===== src/rtl/mpc_issue.sv =====
// Read command issuer: walks word indices of the window and tracks reads in flight.
// Assumes: data returns in order, one word per command; every valid data beat
// while reads are outstanding answers the oldest one.
module mpc_issue #(
    parameter int AW      = 32,
    parameter int LW      = 16,
    parameter int MAX_OUT = 4,
    localparam int OCW    = $clog2(MAX_OUT + 1)
) (
    input  logic          clk,
    input  logic          rst_n,
    input  logic          enable,
    input  logic          load,
    input  logic [LW-1:0] load_idx,
    input  logic [AW-1:0] base,
    input  logic [LW-1:0] len,
    input  logic          data_beat,
    input  logic          cmd_ready,
    output logic          cmd_valid,
    output logic [AW-1:0] cmd_addr,
    output logic [OCW-1:0] inflight
);
    logic [LW-1:0] cmd_idx;
    logic          hs;
    logic          ret;

    // Command request and address, derived from registered state only.
    always_comb begin
        cmd_valid = enable && (cmd_idx < len) && (inflight < OCW'(MAX_OUT));
        cmd_addr  = base + AW'(cmd_idx);
        hs        = cmd_valid && cmd_ready;
        ret       = data_beat && (inflight != '0);
    end

    // Next word index to request.
    always_ff @(posedge clk) begin
        if (!rst_n)    cmd_idx <= '0;
        else if (load) cmd_idx <= load_idx;
        else if (hs)   cmd_idx <= cmd_idx + 1'b1;
    end

    // Outstanding read count.
    always_ff @(posedge clk) begin
        if (!rst_n)          inflight <= '0;
        else if (hs && !ret) inflight <= inflight + 1'b1;
        else if (!hs && ret) inflight <= inflight - 1'b1;
    end
endmodule


===== config.mk =====
export PLATFORM = sky130hd
export DESIGN_NAME = mpc_issue
export DESIGN_NICKNAME = d
export VERILOG_FILES = /design/src/rtl/mpc_issue.sv
export SDC_FILE = /design/constraint.sdc
export NUM_CORES = 1
export LEC_CHECK = 0
export BUFFER_PORTS_ARGS = -buffer_cell sky130_fd_sc_hd__buf_2
export CELL_PAD_IN_SITES_DETAIL_PLACEMENT = 1
export CELL_PAD_IN_SITES_GLOBAL_PLACEMENT = 2
export CORE_MARGIN = 10
export CORE_UTILIZATION = 29
export CTS_CLUSTER_DIAMETER = 40
export DETAILED_ROUTE_END_ITERATION = 12
export GPL_TIMING_DRIVEN = 1
export PLACE_DENSITY_LB_ADDON = 0.3
export SETUP_SLACK_MARGIN = 0.1
export SYNTH_ARGS = -nofsm -noshare
export SYNTH_HDL_FRONTEND = slang
export SYNTH_SLANG_ARGS = --single-unit

===== constraint.sdc =====
create_clock -name clk -period 4.82 [get_ports clk]
set_input_delay 0.241 -clock clk [delete_from_list [all_inputs] [get_ports clk]]
set_output_delay 0.241 -clock clk [all_outputs]
set_load 0.02 [all_outputs]

* After elaboration in Yosys (flattened, before gate mapping)
Index checks and enable logic that the tools add are counted.
** Operators by class
- Reductions and logical operators :: 11
- Muxes and demuxes :: 4
- $add $sub $neg :: 4
- $lt $le $gt $ge :: 2
** Operators with widths (number)
- 32-bit by 16-bit adder with 32-bit output :: 1
- 16-bit two-way mux :: 2
- 16-bit by 1-bit adder with 16-bit output, second input constant :: 1
- 16-bit < comparator :: 1
- 1-bit logical AND :: 6
- 3-bit two-way mux :: 2
- 2-bit nonzero test :: 2
- 3-bit by 1-bit adder with 3-bit output, second input constant :: 1
- 3-bit < comparator, second input constant :: 1
- 3-bit nonzero test :: 1
- 3-bit by 1-bit subtractor with 3-bit output, second input constant :: 1
- 1-bit logical NOT :: 2
** Word-level totals
- Logic and storage cells :: 23
- Output and inout port bits :: 36
- Register bits after elaboration :: 19

* Depth between registers and ports, before layout
Gate-level depths: netlist (run 1).
- Depth after elaboration :: 8
- Mapped depth :: 15
- Mapped depth without buffers :: 14

* Least setup slack after synthesis (run 1)
Ideal clock, no wire load.
- Kind :: register to register
- Start :: register cmd_idx[13]
- End :: register inflight[2]
- Required time :: 4.744 ns
- Setup time :: 0.076 ns
- Cell stages (with the launch flop) :: 15
- Path buffers :: 1
- Clock period less this slack :: 2.898 ns
- Arrival time :: 2.823 ns
- Path slack :: 1.922 ns
- Path through :: dfxtp_1 > ha_1 > a21o_1 > nand3_1 > and4_1 > clkbuf_1 > and2_1 > nand2_1 > inv_1 > ha_1 > inv_1 > fa_1 > xor2_1 > or3_1 > a21boi_0
** Between the ends
- Cells in the longest elaborated chain, start to end :: 7
- Elaborated cells between the ends (all ways) :: 9
- Those cells by class :: order compare: 1; mux: 1; reduce/logical: 7
** RTL lines
- from (decl) :: RTL line 23 : logic [LW-1:0] cmd_idx;
- from (signal assigned) :: RTL line 38 : else if (load) cmd_idx <= load_idx;
- from (signal assigned) :: RTL line 39 : else if (hs) cmd_idx <= cmd_idx + 1'b1;
- 16-bit < comparator * :: RTL line 29 : cmd_valid = enable && (cmd_idx < len) && (inflight < OCW'(MAX_OUT));
- 1-bit logical AND * (2 in series) :: RTL line 29
- 1-bit logical AND * :: RTL line 31 : hs = cmd_valid && cmd_ready;
- 1-bit logical NOT :: RTL line 46 : else if (!hs && ret) inflight <= inflight - 1'b1;
- 1-bit logical AND :: RTL line 46
- 2-bit nonzero test (no source line)
- to (signal assigned) :: RTL line 45 : else if (hs && !ret) inflight <= inflight + 1'b1;
- to (signal assigned) :: RTL line 46
- to (decl) :: RTL line 21 : output logic [OCW-1:0] inflight
Mark *: on every way between the ends. The rest lies on a longest branch, timed or not.
A chain may end at the register's enable or synchronous reset.

* Final worst setup path (run 1)
- Start :: register cmd_idx[9]
- End :: register inflight[2]
The elaborated chain is that of the path after synthesis.

==> results of run 1 <==
[metrics by stage]
step	total power, W	hold slack (ns)	cell area (sq um)	setup WS (ns)
floorplan	0.000514	0.401	2800	1.92
global placement	0.000663	0.505	3440	1.60
detailed placement	0.000674	0.505	3440	1.39
CTS	0.000798	0.217	3490	1.37
global route	0.000857	0.242	3490	1.06
finish	0.000788	0.219	3490	1.39
[final cells by class]
cell class                 instances  share of cell area [%]
clock buffer                       3                    1.18
clock inverter                     1                   0.143
inverter                          31                    3.33
multi-input combinational        322                    64.6
sequential                        19                    10.9
tap                              129                    4.62
timing repair buffer             106                    15.3
[power by group]
| part | switching (W) | internal [W] | total (W) | leakage, nW |
|---|---|---|---|---|
| registers | 0.0000406 | 0.000179 | 0.000220 | 0.157 |
| clock network | 0.0000634 | 0.0000578 | 0.000121 | 0.0255 |
| logic | 0.000267 | 0.000180 | 0.000447 | 1.45 |
| total | 0.000371 | 0.000417 | 0.000788 | 1.63 |
[layer usage]
metal  track usage [%]  share of wire, %  up-vias
met5                 0                 0        -
met4              3.48               1.3        0
met3              2.62               4.9       11
met2              24.4                47       82
met1              18.8                47     1549
li1                  -                 -     1627
[synth_stat cells, types with 9 or more instances]
master / count
a21oi_1: 26
a31oi_1: 9
and3_1: 10
clkbuf_1: 11
dfxtp_1: 19
ha_1: 33
inv_1: 30
nand2_1: 24
nand2b_1: 9
nand3_1: 21
nand4_1: 11
nor2_1: 21
nor3_1: 19
o211ai_1: 11
o21ai_0: 24
xnor2_1: 22
[final timing paths]
path,end,slack (ns),cells after the start
hold / removal,cmd_idx[8]$_SDFFE_PN0P_,0.22,3
setup / recovery,inflight[2]$_SDFFE_PN0P_,1.39,13
hold reg to reg,inflight[2]$_SDFFE_PN0P_,0.58,2
setup reg to reg,inflight[2]$_SDFFE_PN0P_,1.39,13
[sequential cells by signal (all words and copies together) (netlist names)]
signal and cells:
inflight 3, cmd_idx 16
[worst register-to-register path: stages (launching register included)]
cell and delay, ns:
dfxtp_1 0.47, ha_1 0.30, a21oi_1 0.13, o21a_1 0.21
o211a_1 0.20, a221o_1 0.40, nand2_1 0.20, inv_1 0.15
ha_1 0.19, inv_1 0.07, fa_1 0.39, xor2_1 0.18
or3_1 0.30, a21boi_0 0.17
[kinds of logic after synthesis]
family,after synthesis,share of synthesized area (%)
AND/OR/NAND/NOR,145,27.4
flip-flops,19,13.6
adder cells (fa/ha/maj),35,16.2
XOR/XNOR,29,9.07
AO/OA/AOI/OAI,112,27.5
buffers and inverters,44,5.98
multiplexers,1,0.357
==> metrics.txt, run 1 <==
Top delay family on crit path=compound AO/OA/AOI/OAI gates; largest net degree at the start of global routing=28; Max Cap Viol=0; antenna diode count=0; Post-Syn Instances=385; Avg Synthesized Cell Area=7.28 sq um; Hold Fails Final Rpt=0; Syn. warnings=0; # nets final=588; worst-path maximum fanout=12; drt wl/cell=17.5 microns; most common cell after layout, fill and taps aside=buf_2; Initial DRC Count=121; Mapped Area=2800 sq um; nature of the critical path endpoint=register; vias in the first global route=3,428; Rel. slew slack=49.4%; RSZ-0062 raised after global routing=false; Peak VDD IR=0.162 mV; commonest cells after routing, fill and taps aside=105 x buf_2, 33 x ha_1, 30 x inv_1; die height=118 microns; Layout area overhead=24.6%; top cell type's share of synthesized area=14.7%; Final Core Density=37.4%; clock net sink count=19; pwr/cell area=226 nW/um^2; clock skew=0.00698 ns; status=finished clean; gr ovfl total=0; Worst EP required=5.02 ns; Tcrit/Tclk final=71.2%; largest buffer count on any clock path=2; Via density=5.35; Post-synth EDFFs=0; fraction of layout cells with a size suffix above 1=24.3%; cell chosen for the clock root=clkbuf_8; drt first pass iters=4; first-pass GRT wire length=17.6 mm; worst path buffer plus inverter count=2; CTS tree=done; largest cells by area after synthesis=ha_1 15%, dfxtp_1 14%, xnor2_1 6.9%; CTS buffer count=3; # DRC=0; core region area=9330 sq um; worst hold path type=in -> reg; Cells after DPL=607; area occupied by multi-input gates=2250 sq um; Setup Total Neg Slack=0 ns; Max stage delay on crit path=0.47 ns; post-layout min period=3.43 ns; H-Tree Depth=1; Top FF cell, synth=dfxtp_1; Final Setup Violations=0; fmax=291 MHz; number of synthesized register bits=19; initial antenna violation count=0; Layout fillers=1,204; CP max stage cell=dfxtp_1; Critical path origin=cmd_idx[9]$_SDFFE_PN0P_; Clock Latency Late Sink=0.27 ns; WL final=10.7 mm; # hold bufs at CTS=0; gr usage total=14.6%; DR vias=3,269; critical path class=reg -> reg; Post-synth ARST share=0%; worst r2r src=cmd_idx[9]$_SDFFE_PN0P_; Reg clk slew, reported paths=0.08 ns; Post-CTS Resized=0; worst min-delay path startpoint=load_idx[8]; Netlist cell types=51; Worst Setup Start Kind=register; die width=118 microns; Data arrival, critical path=3.63 ns; Synth area leader=ha_1; Starting Density=30.0%; Worst Tran Pin Value=0.757 ns; Seq/Total Area, Yosys=13.6%; crit-path cells=ha_1 > a21oi_1 > o21a_1 > o211a_1 > a221o_1 > nand2_1 > inv_1 > ha_1 > inv_1 > fa_1 > xor2_1 > or3_1 > a21boi_0; postcts setup bufs=0; Net Count, Synth=490; die area=14,000 sq um; Rows=35; GP Congestion=0.873; post-route insts no fill=611; I/O Buffers=105; final slew viol count=0; Sequential Area=380 sq um; P_leak=1.63 nW; I/O Pins=106; remaining antenna violation count=0; HPWL after detailed placement=8.94 mm
Note: power is estimated with default switching activity, not from simulation.
==> run 2, diff against run 1 <==
ABC_AREA = 1   (was unset)
CORE_UTILIZATION = 23   (was 29)
clock period = 3 ns   (was 4.82 ns; I/O delays follow)
==> run 2 against run 1 <==
  * Worst hold slack got worse by 0.054 ns
  * Global-route usage fell by 2.3 points
  * Wire length rose by 4.5%
  * Critical path type is now reg -> out
  * Largest cell class unchanged
  * Highest routed layer unchanged
==> metrics.txt, run 2 <==
remaining antenna violation count=0 (unchanged); Critical path origin=cmd_idx[0]$_SDFFE_PN0P_; Final Core Density=30.4% (-7.0 points); Worst EP required=2.85 ns (-2.17 ns); Post-Syn Instances=458 (+19%); top cell type's share of synthesized area=14.6% (-0.17 points); Met1 Wirelength=5.31 mm (+5.4%); setup ws final=0.318 ns (-1.07 ns); most frequent cell after synthesis=nand2_1; vias in the first global route=3,649 (+6.4%); Peak VDD IR=0.277 mV (+71%); status=finished clean; GP Congestion=0.895 (+2.5%); clock power share=21.4% (+6.0 points); Sw Share=45.7% (-1.4 points); max FFs per register=16 (unchanged); worst min-delay path startpoint=rst_n; Net Count, Synth=563 (+15%); Comb power frac=53.3% (-3.4 points); drt first pass iters=4 (unchanged); clock net sink count=19 (unchanged); H-Tree Depth=1 (unchanged); antenna diode count=0 (unchanged); sequential power share=25.3% (-2.6 points); die area=17,400 sq um (+25%); Hold Fails Final Rpt=0 (unchanged); Post-synth EDFFs=0 (unchanged); largest cells by area after synthesis=nand2_1 15%, ha_1 14%, dfxtp_1 13%; Initial DRC Count=74 (-39%); most common cell after layout, fill and taps aside=nand2_1; gr ovfl total=0 (unchanged); largest buffer count on any clock path=2 (unchanged); DR WL met2=5.34 mm (+7.0%); worst r2r src=cmd_idx[14]$_SDFFE_PN0P_; R2R Path End=inflight[2]$_SDFFE_PN0P_; first-pass GRT wire length=18.2 mm (+3.9%); largest net degree at the start of global routing=26 (-7.1%); biggest regs=cmd_idx: 16 flops, inflight: 3 flops; final slew viol count=0 (unchanged); fmax=373 MHz; die width=132 microns (+12%); Data arrival, critical path=2.53 ns (-1.10 ns); Post-synth ARST share=0% (unchanged); # DRC=0 (unchanged); FF-to-FF path depth=15 (+2); Starting Density=23.7% (-6.3 points); Commonest cells post-synth=112 x nand2_1, 61 x inv_1, 42 x a21oi_1, 36 x nor2_1, 33 x ha_1; Netlist cell types=40 (-22%); Tcrit/Tclk final=89.4%; Via density=4.57 (-15%); RSZ-0062 raised after global routing=false; core region area=12,200 sq um (+30%); HPWL after detailed placement=9.74 mm (+9.0%); Setup Total Neg Slack=0 ns (unchanged); postcts setup bufs=0 (unchanged); commonest cells after routing, fill and taps aside=112 x nand2_1, 105 x buf_2, 61 x inv_1; gr usage total=12.3% (-2.3 points); pwr/cell area=362 nW/um^2 (+60%); CP max stage cell=fa_1; routed wl met3=411 microns (-21%); Biggest register=cmd_idx; net switching power=0.000612 W (+65%); drt wl/cell=15.3 microns (-13%); P_leak=1.88 nW (+15%); Worst Setup Start Kind=register; initial antenna violation count=0 (unchanged); WL final=11.2 mm (+4.5%); Layout area overhead=28.3%; clock skew=0.00408 ns (-0.00290 ns); pre-CTS setup slack=0.209 ns (-1.18 ns); Clock Latency Late Sink=0.25 ns (-0.02 ns); internal power=0.000726 W (+74%); Synth area leader=nand2_1; Mapped Area=2890 sq um (+3.0%); number of synthesized register bits=19 (unchanged); Syn. warnings=0 (unchanged); Seq/Total Area, Yosys=13.2% (-0.39 points); Final Setup Violations=0 (unchanged); CTS tree=done; I/O Buffers=105 (unchanged); die height=132 microns (+12%); post-layout min period=2.68 ns; crit path capture=cmd_addr[14]; cell chosen for the clock root=clkbuf_16; Reg clk slew, reported paths=0.06 ns (-0.02 ns); critical path class=reg -> out; nature of the critical path endpoint=output pin; Post-CTS Resized=0 (unchanged); fraction of layout cells with a size suffix above 1=25.7% (+1.4 points); worst-path maximum fanout=3 (-9); Max Cap Viol=0 (unchanged); CTS buffer count=3 (unchanged); Worst Tran Pin Value=0.600 ns (-0.157 ns); Rel. slew slack=60.0% (+11 points); Top FF cell, synth=dfxtp_1; DR vias=3,345 (+2.3%); # hold bufs at CTS=0 (unchanged); uppermost layer routed=met4; worst hold path type=in -> reg; I/O Pins=106 (unchanged); Max stage delay on crit path=0.43 ns (-0.04 ns); Avg Synthesized Cell Area=6.30 sq um (-13%); Rows=40 (+14%); reg-to-reg slack, setup=0.36 ns (-1.03 ns); crit-path cells=ha_1 > inv_1 > fa_1 > o21ai_2 > a21oi_4 > o31ai_1 > a21oi_1 > xor2_1 > buf_2; # nets final=670 (+14%)
==> run 2: cell type report <==
| class | count | area [sq um] |
|---|---|---|
| fill | 1592 | 8460 |
| multi-input combinational | 369 | 2230 |
| timing repair buffer | 109 | 556 |
| sequential | 19 | 389 |
| inverter | 63 | 236 |
| tap | 168 | 210 |
| clock buffer | 3 | 75.1 |
| clock inverter | 1 | 5.00 |
==> run 2: how the worst min path moves through the flow <==
stage                                     to  slack [ns]  cells past startpoint
floorplan            cmd_idx[1]$_SDFFE_PN0P_        0.27                      2
global placement    inflight[2]$_SDFFE_PN0P_        0.44                      3
detailed placement   cmd_idx[1]$_SDFFE_PN0P_        0.45                      3
CTS                  cmd_idx[1]$_SDFFE_PN0P_        0.18                      3
global route         cmd_idx[1]$_SDFFE_PN0P_        0.18                      3
finish               cmd_idx[1]$_SDFFE_PN0P_        0.17                      3
==> run 2: power by group through the flow <==
stage	Combinational (W)	Clock [W]	Sequential, W
after floorplan	0.000443	0	0.000355
after global placement	0.000707	0	0.000343
after detailed placement	0.000718	0	0.000347
after CTS	0.000724	0.000290	0.000341
after global routing	0.000800	0.000303	0.000348
final	0.000713	0.000286	0.000339
==> run 2: layer usage <==
metal | global-route usage [%] | up-vias
li1 | - | 1713
met1 | 15.4 | 1555
met2 | 21.7 | 69
met3 | 2.13 | 8
met4 | 1.92 | 0
met5 | 0 | -
==> run 2: stage by stage <==
| stage | hold slack [ns] | instances | cell area [sq um] | power (W) |
|---|---|---|---|---|
| after floorplan | 0.271 | 458 | 2890 | 0.000798 |
| after global placement | 0.443 | 728 | 3610 | 0.00105 |
| after detailed placement | 0.451 | 728 | 3610 | 0.00107 |
| after CTS | 0.182 | 732 | 3690 | 0.00136 |
| after global routing | 0.182 | 732 | 3700 | 0.00145 |
| final | 0.165 | 732 | 3700 | 0.00134 |
==> run 2: cell families after synthesis <==
| logic type | synth area share (%) |
|---|---|
| AOI/OAI and AO/OA | 16.7 |
| xor gates and xnor gates | 10.6 |
| DFF | 13.2 |
| adders and majority gates | 15.7 |
| buffers and inverters | 9.54 |
| muxes | 0.347 |
| and+or+nand+nor | 34.0 |
==> run 2: critical path, delay by kind of cell (launching register included) <==
| kind | cells | cell delay, ns |
|---|---|---|
| AO/OA/AOI/OAI | 4 | 0.84 |
| XOR/XNOR | 1 | 0.22 |
| adder cells (fa/ha/maj) | 2 | 0.59 |
| buffers and inverters | 2 | 0.28 |
| flip-flops | 1 | 0.36 |
